<file path="src/rtl/mwire_pkg.sv">
package mwire_pkg;

    localparam int WORD_W = 16;
    localparam int BIDX_W = $clog2(WORD_W);
    localparam logic [2:0] RD_OPCODE = 3'b110;

    typedef enum logic [2:0] {
        ST_IDLE,
        ST_SEL,
        ST_LO,
        ST_HI,
        ST_HAND,
        ST_GAP
    } mw_state_e;

    typedef enum logic [1:0] {
        SEG_OPC,
        SEG_ADDR,
        SEG_PROBE,
        SEG_DATA
    } mw_seg_e;

    function automatic logic pick_bit(input logic [WORD_W-1:0] v, input logic [BIDX_W-1:0] i);
        return v[i];
    endfunction

endpackage

</file>
<file path="src/rtl/mwire_phase_timer.sv">
module mwire_phase_timer #(
    parameter int HALF_CYC = 100
) (
    input  logic clk,
    input  logic rst,
    input  logic run,
    output logic expire
);
    localparam int TW = (HALF_CYC > 2) ? $clog2(HALF_CYC) : 1;
    localparam logic [TW-1:0] RELOAD = TW'(HALF_CYC - 1);

    logic [TW-1:0] cnt;

    assign expire = run && (cnt == '0);

    always_ff @(posedge clk) begin
        if (rst || !run) begin
            cnt <= RELOAD;
        end else if (cnt == '0) begin
            cnt <= RELOAD;
        end else begin
            cnt <= cnt - 1'b1;
        end
    end
endmodule

</file>
<file path="src/rtl/mwire_sync.sv">
module mwire_sync #(
    parameter int STAGES = 2
) (
    input  logic clk,
    input  logic rst,
    input  logic d,
    output logic q
);
    logic [STAGES-1:0] chain;

    always_ff @(posedge clk) begin
        if (rst) begin
            chain <= '1;
        end else begin
            chain <= {chain[STAGES-2:0], d};
        end
    end

    assign q = chain[STAGES-1];
endmodule

</file>
<file path="src/rtl/mwire_engine.sv">
module mwire_engine
    import mwire_pkg::*;
#(
    parameter int MAX_ABITS = 8,
    parameter int AB_W      = $clog2(MAX_ABITS + 1)
) (
    input  logic                 clk,
    input  logic                 rst,
    input  logic                 start,
    input  logic [MAX_ABITS-1:0] offset,
    input  logic [MAX_ABITS:0]   count,
    input  logic                 expire,
    input  logic                 do_s,
    input  logic                 rd_ready,
    output logic                 run,
    output logic                 busy,
    output logic                 done,
    output logic                 size_err,
    output logic [AB_W-1:0]      abits,
    output logic [WORD_W-1:0]    rd_data,
    output logic                 rd_valid,
    output logic                 cs,
    output logic                 sk,
    output logic                 di
);
    mw_state_e             st;
    mw_seg_e               seg;
    logic                  sizing;
    logic [BIDX_W-1:0]     bidx;
    logic [WORD_W-1:0]     shreg;
    logic [MAX_ABITS-1:0]  cur_addr;
    logic [MAX_ABITS:0]    left;

    always_ff @(posedge clk) begin
        if (rst) begin
            st       <= ST_SEL;
            seg      <= SEG_OPC;
            sizing   <= 1'b1;
            bidx     <= BIDX_W'(2);
            abits    <= AB_W'(MAX_ABITS);
            size_err <= 1'b0;
            shreg    <= '0;
            cur_addr <= '0;
            left     <= '0;
            done     <= 1'b0;
        end else begin
            done <= 1'b0;
            unique case (st)
                ST_IDLE: begin
                    if (start) begin
                        if (count == '0) begin
                            done <= 1'b1;
                        end else begin
                            cur_addr <= offset;
                            left     <= count;
                            st       <= ST_SEL;
                        end
                    end
                end
                ST_SEL: begin
                    if (expire) begin
                        st   <= ST_LO;
                        seg  <= SEG_OPC;
                        bidx <= BIDX_W'(2);
                    end
                end
                ST_LO: begin
                    if (expire) st <= ST_HI;
                end
                ST_HI: begin
                    if (expire) begin
                        st <= ST_LO;
                        unique case (seg)
                            SEG_OPC: begin
                                if (bidx == '0) begin
                                    if (sizing) begin
                                        seg  <= SEG_PROBE;
                                        bidx <= '0;
                                    end else begin
                                        seg  <= SEG_ADDR;
                                        bidx <= BIDX_W'(abits - 1'b1);
                                    end
                                end else begin
                                    bidx <= bidx - 1'b1;
                                end
                            end
                            SEG_ADDR: begin
                                if (bidx == '0) begin
                                    seg  <= SEG_DATA;
                                    bidx <= BIDX_W'(WORD_W - 1);
                                end else begin
                                    bidx <= bidx - 1'b1;
                                end
                            end
                            SEG_PROBE: begin
                                if (!do_s) begin
                                    abits    <= AB_W'(bidx) + 1'b1;
                                    size_err <= 1'b0;
                                    st       <= ST_GAP;
                                end else if (bidx == BIDX_W'(MAX_ABITS - 1)) begin
                                    abits    <= AB_W'(MAX_ABITS);
                                    size_err <= 1'b1;
                                    st       <= ST_GAP;
                                end else begin
                                    bidx <= bidx + 1'b1;
                                end
                            end
                            SEG_DATA: begin
                                shreg <= {shreg[WORD_W-2:0], do_s};
                                if (bidx == '0) begin
                                    st <= ST_HAND;
                                end else begin
                                    bidx <= bidx - 1'b1;
                                end
                            end
                            default: st <= ST_IDLE;
                        endcase
                    end
                end
                ST_HAND: begin
                    if (rd_ready) begin
                        cur_addr <= cur_addr + 1'b1;
                        left     <= left - 1'b1;
                        if (left == (MAX_ABITS+1)'(1)) begin
                            done <= 1'b1;
                            st   <= ST_IDLE;
                        end else begin
                            st <= ST_GAP;
                        end
                    end
                end
                ST_GAP: begin
                    if (expire) begin
                        if (sizing) begin
                            sizing <= 1'b0;
                            st     <= ST_IDLE;
                        end else begin
                            st <= ST_SEL;
                        end
                    end
                end
                default: st <= ST_IDLE;
            endcase
        end
    end

    always_comb begin
        run      = (st == ST_SEL) || (st == ST_LO) || (st == ST_HI) || (st == ST_GAP);
        busy     = (st != ST_IDLE);
        rd_valid = (st == ST_HAND);
        rd_data  = shreg;
        cs       = (st == ST_SEL) || (st == ST_LO) || (st == ST_HI);
        sk       = (st == ST_HI);
        di       = 1'b0;
        if ((st == ST_LO) || (st == ST_HI)) begin
            if (seg == SEG_OPC) begin
                di = RD_OPCODE[bidx[1:0]];
            end else if (seg == SEG_ADDR) begin
                di = pick_bit(WORD_W'(cur_addr), bidx);
            end
        end
    end
endmodule

</file>
<file path="src/rtl/mwire_rd_ctrl.sv">
module mwire_rd_ctrl
    import mwire_pkg::*;
#(
    parameter int HALF_CYC    = 100,
    parameter int MAX_ABITS   = 8,
    parameter int SYNC_STAGES = 2
) (
    input  logic                            clk,
    input  logic                            rst,
    input  logic                            start,
    input  logic [MAX_ABITS-1:0]            offset,
    input  logic [MAX_ABITS:0]              count,
    output logic                            busy,
    output logic                            done,
    output logic                            size_err,
    output logic [$clog2(MAX_ABITS+1)-1:0]  addr_bits,
    output logic [15:0]                     rd_data,
    output logic                            rd_valid,
    input  logic                            rd_ready,
    output logic                            ee_cs,
    output logic                            ee_sk,
    output logic                            ee_di,
    input  logic                            ee_do
);
    localparam int AB_W = $clog2(MAX_ABITS + 1);

    logic run;
    logic expire;
    logic do_s;

    mwire_phase_timer #(.HALF_CYC(HALF_CYC)) u_timer (
        .clk    (clk),
        .rst    (rst),
        .run    (run),
        .expire (expire)
    );

    mwire_sync #(.STAGES(SYNC_STAGES)) u_sync (
        .clk (clk),
        .rst (rst),
        .d   (ee_do),
        .q   (do_s)
    );

    mwire_engine #(.MAX_ABITS(MAX_ABITS), .AB_W(AB_W)) u_engine (
        .clk      (clk),
        .rst      (rst),
        .start    (start),
        .offset   (offset),
        .count    (count),
        .expire   (expire),
        .do_s     (do_s),
        .rd_ready (rd_ready),
        .run      (run),
        .busy     (busy),
        .done     (done),
        .size_err (size_err),
        .abits    (addr_bits),
        .rd_data  (rd_data),
        .rd_valid (rd_valid),
        .cs       (ee_cs),
        .sk       (ee_sk),
        .di       (ee_di)
    );
endmodule

</file>
<file path="config.mk">
export PLATFORM = sky130hd
export DESIGN_NAME = mwire_rd_ctrl
export DESIGN_NICKNAME = d
export VERILOG_FILES = /design/src/rtl/mwire_pkg.sv /design/src/rtl/mwire_phase_timer.sv /design/src/rtl/mwire_sync.sv /design/src/rtl/mwire_engine.sv /design/src/rtl/mwire_rd_ctrl.sv
export SDC_FILE = /design/constraint.sdc
export NUM_CORES = 1
export LEC_CHECK = 0
export BUFFER_PORTS_ARGS = -buffer_cell sky130_fd_sc_hd__buf_2
export CAP_MARGIN = 0
export CORE_MARGIN = 2
export CORE_UTILIZATION = 30
export CTS_BUF_LIST = sky130_fd_sc_hd__clkbuf_4 sky130_fd_sc_hd__clkbuf_8 sky130_fd_sc_hd__clkbuf_16
export CTS_CLUSTER_SIZE = 14
export DETAILED_ROUTE_END_ITERATION = 8
export HOLD_SLACK_MARGIN = 0.03
export PLACE_DENSITY_LB_ADDON = 0.05
export SLEW_MARGIN = 20
export SYNTH_ARGS = -nofsm -noshare
export SYNTH_HDL_FRONTEND = slang
export SYNTH_SLANG_ARGS = --single-unit
</file>
<file path="constraint.sdc">
create_clock -name clk -period 3.7 [get_ports clk]
set_clock_uncertainty 0.1 [all_clocks]
set_input_delay 0.185 -clock clk [delete_from_list [all_inputs] [get_ports clk]]
set_output_delay 0.185 -clock clk [all_outputs]
set_load 0.01 [all_outputs]
</file>
==> flow_metrics.tcl <==
set metrics [dict create \
    track_usage 0.152 \
    use_met2 0.245 \
    power_density_nw_per_um2 351 \
    grt_pass1_vias 2827 \
    p_leak_nw 1.38 \
    fin_cells 588 \
    grt_antenna_before_repair 0 \
    num_vias 2923 \
    yosys-top-cells-area "dfxtp_1 (37%), nand2_1 (8.0%), a21oi_1 (7.3%)" \
    grtUsageMet3 0.0288 \
    synthCells 408 \
    multiInputGateArea_um2 1810 \
    first_pass_iters 4 \
    synth_seq_cells 58 \
    critPathRequiredTime_ns 3.83 \
    synth-edff-count 0 \
    p_seq_frac 0.492 \
    syn_area_um2 3140 \
    synthFlopType "dfxtp_1" \
    path_cells "or4_4 > nor4_4 > or4_1 > o21ai_2 > a221o_1" \
    root_buffer "clkbuf_8" \
    cts_sinks 58 \
    clk_pin_slew_ns 0.07 \
    synth.avg_cell_area_um2 7.69 \
    wl_per_cell_um 13.8 \
    yosysWarnings 0 \
    wirelength_um 8120 \
    clock_path_buffers 2 \
    slowest_delay_ns 0.62 \
    async_flop_share 0 \
    ir_drop_mv 0.164 \
    cts_made_buffers 9 \
    grt_pass1_wl_um 13700 \
    yosysSeqAreaShare 0.370 \
    setup_tns_ns 0 \
    drc 0 \
    crit_type "reg2reg" \
    gp_congestion 0.783 \
    fin_nets 477 \
    hold_viol 0 \
    worst_pin_slew_ns 1.07 \
    cp_max_fo 19 \
    cts_tree "done" \
    die_w_um 106 \
    final_common_cell "nand2_1" \
    drv_slew 0 \
    start_util 0.307 \
    grt-busiest-layer "met2" \
    slowest_stage "or4_4" \
    rsz0062_at_grt "false" \
    slew_headroom 0.288 \
    holdWs_ns 0.0631 \
    seq_area_um2 1160 \
    cp.arrival_ns 2.76 \
    die_height_um 106 \
    clkPwrFrac 0.470 \
    io_pins 49 \
    p_switching_mw 0.313 \
    htree_levels 3 \
    post-cts-setup-buffers 0 \
    cp-end-kind "flop" \
    core_area_um2 10200 \
    grt.overflow.total 0 \
    final.min_clock_period_ns 2.62 \
    drive_gt1_frac 0.177 \
    place_hpwl_um 5510 \
    mostFrequentLayoutCells "nand2_1 (67), dfxtp_1 (58), nor2_1 (49)" \
    fin_util 0.360 \
    setup_viol 0 \
    row_count 37 \
    worst_setup_path_start_kind "flop" \
    clk_latency_ns 0.34 \
    synth_nets 438 \
    place_inst 569 \
    yosysTopAreaCell "dfxtp_1" \
    diodes 0 \
    n_fill_cell 1124 \
    swShare 0.242 \
    syn_to_final_growth_pct 17.3 \
    cap_violations 0 \
    ant_nets 0 \
    vias_per_cell 4.97 \
    internal_power_mw 0.981 \
    io_buffers 48 \
    comb_power_share 0.039 \
    grt_use_met1 0.199 \
    status "finished clean" \
    synth_top_area_frac 0.370 \
    fin_crit_sh 0.709 \
    drt-initial-drc-count 132 \
    hold_path_class "in2reg" \
    grt_max_degree 55 \
    fmax_ghz 0.381 \
    die_area_um2 11300 \
    power.total_mw 1.29 \
    synth_cell_types 52 \
]
==> layout make-up <==
type / instances / share of cell area
clock buffers: 10 / 0.0374
clock inverters: 6 / 0.0173
inverters: 11 / 0.0112
multi-input cells: 312 / 0.491
flip-flops and latches: 58 / 0.315
well taps: 136 / 0.0462
repair buffers: 55 / 0.0815
==> flip-flops by register name, summed over array words and instances (netlist names) <==
name and flops:
u_engine.bidx 4, u_engine.st 3, u_engine.rd_data 16, u_sync.chain 2
u_timer.cnt 7, u_engine.left 9, u_engine.done 1, u_engine.size_err 1
u_engine.sizing 1, u_engine.seg 2, u_engine.cur_addr 8, u_engine.abits 4
==> layer usage <==
layer  up-vias  routed length (um)
met2        48                3710
met4         0                 131
met5         -                   0
met3        12                 244
met1      1366                4040
li1       1497                   -
==> per-stage QoR <==
| step | area [um^2] | worst slack [ns] |
|---|---|---|
| 3_3_place_gp | 3450 | 1.11 |
| 5_1_grt | 3680 | 0.795 |
| 2_1_floorplan | 3140 | 1.49 |
| 3_5_place_dp | 3450 | 1.06 |
| 6_report | 3680 | 1.08 |
| 4_1_cts | 3680 | 1.06 |
==> critical path: cells and delay by family (launching register included) <==
| kind | cells | cell delay, ns |
|---|---|---|
| AO/OA/AOI/OAI | 2 | 0.49 |
| flip-flops | 1 | 0.49 |
| AND/OR/NAND/NOR | 3 | 1.43 |
==> worst paths after layout <==
| path | startpoint | end | slack, ns | cells past startpoint |
|---|---|---|---|---|
| max reg2reg | u_engine.st[2]$_SDFFE_PP0P_ | u_engine.st[0]$_SDFFE_PP1P_ | 1.08 | 5 |
| max | u_engine.st[2]$_SDFFE_PP0P_ | u_engine.st[0]$_SDFFE_PP1P_ | 1.08 | 5 |
| min reg2reg | u_timer.cnt[0]$_SDFF_PP1_ | u_timer.cnt[0]$_SDFF_PP1_ | 0.30 | 1 |
| min | count[0] | u_engine.left[0]$_SDFFE_PP0P_ | 0.06 | 3 |
==> synthesized netlist by cell type, types with 3 or more instances <==
| cell type | n |
|---|---|
| nor2_1 | 49 |
| o31ai_1 | 3 |
| xnor2_1 | 9 |
| a31oi_1 | 5 |
| inv_1 | 11 |
| nor2b_1 | 3 |
| nand3_1 | 10 |
| clkbuf_1 | 19 |
| a21oi_1 | 46 |
| o21ai_1 | 6 |
| nand3b_1 | 5 |
| or3_1 | 3 |
| buf_2 | 3 |
| a22oi_1 | 5 |
| mux2i_1 | 9 |
| o21ai_0 | 18 |
| nor3_1 | 11 |
| nor3b_1 | 5 |
| nor4_1 | 4 |
| a21o_1 | 4 |
| ha_1 | 8 |
| dfxtp_1 | 58 |
| a211oi_1 | 5 |
| nand2_1 | 67 |
| and3_1 | 4 |
| nand2b_1 | 4 |
==> cells by family after synthesis <==
logic type      count (synthesis)  synth area share
simple gates                  182             0.286
compound gates                101             0.187
flops                          58             0.370
buf+inv                        38            0.0538
mux                            11            0.0431
xor+xnor                       10            0.0279
fa+ha+maj                       8            0.0319
==> repair_timing <==
| action | in CTS | in global routing |
|---|---|---|
| gates resized for setup | 0 | 0 |
| endpoints found under the hold margin | 3 | 0 |
| hold buffers | 3 | 0 |
==> power groups by stage <==
stage,registers [mW],logic [mW],clock network (mW)
floorplan,0.649,0.0284,0
global placement,0.650,0.0483,0
detailed placement,0.650,0.0484,0
CTS,0.635,0.0511,0.630
global route,0.637,0.0568,0.661
finish,0.636,0.0498,0.608
Power figures use the tool's default switching activity.
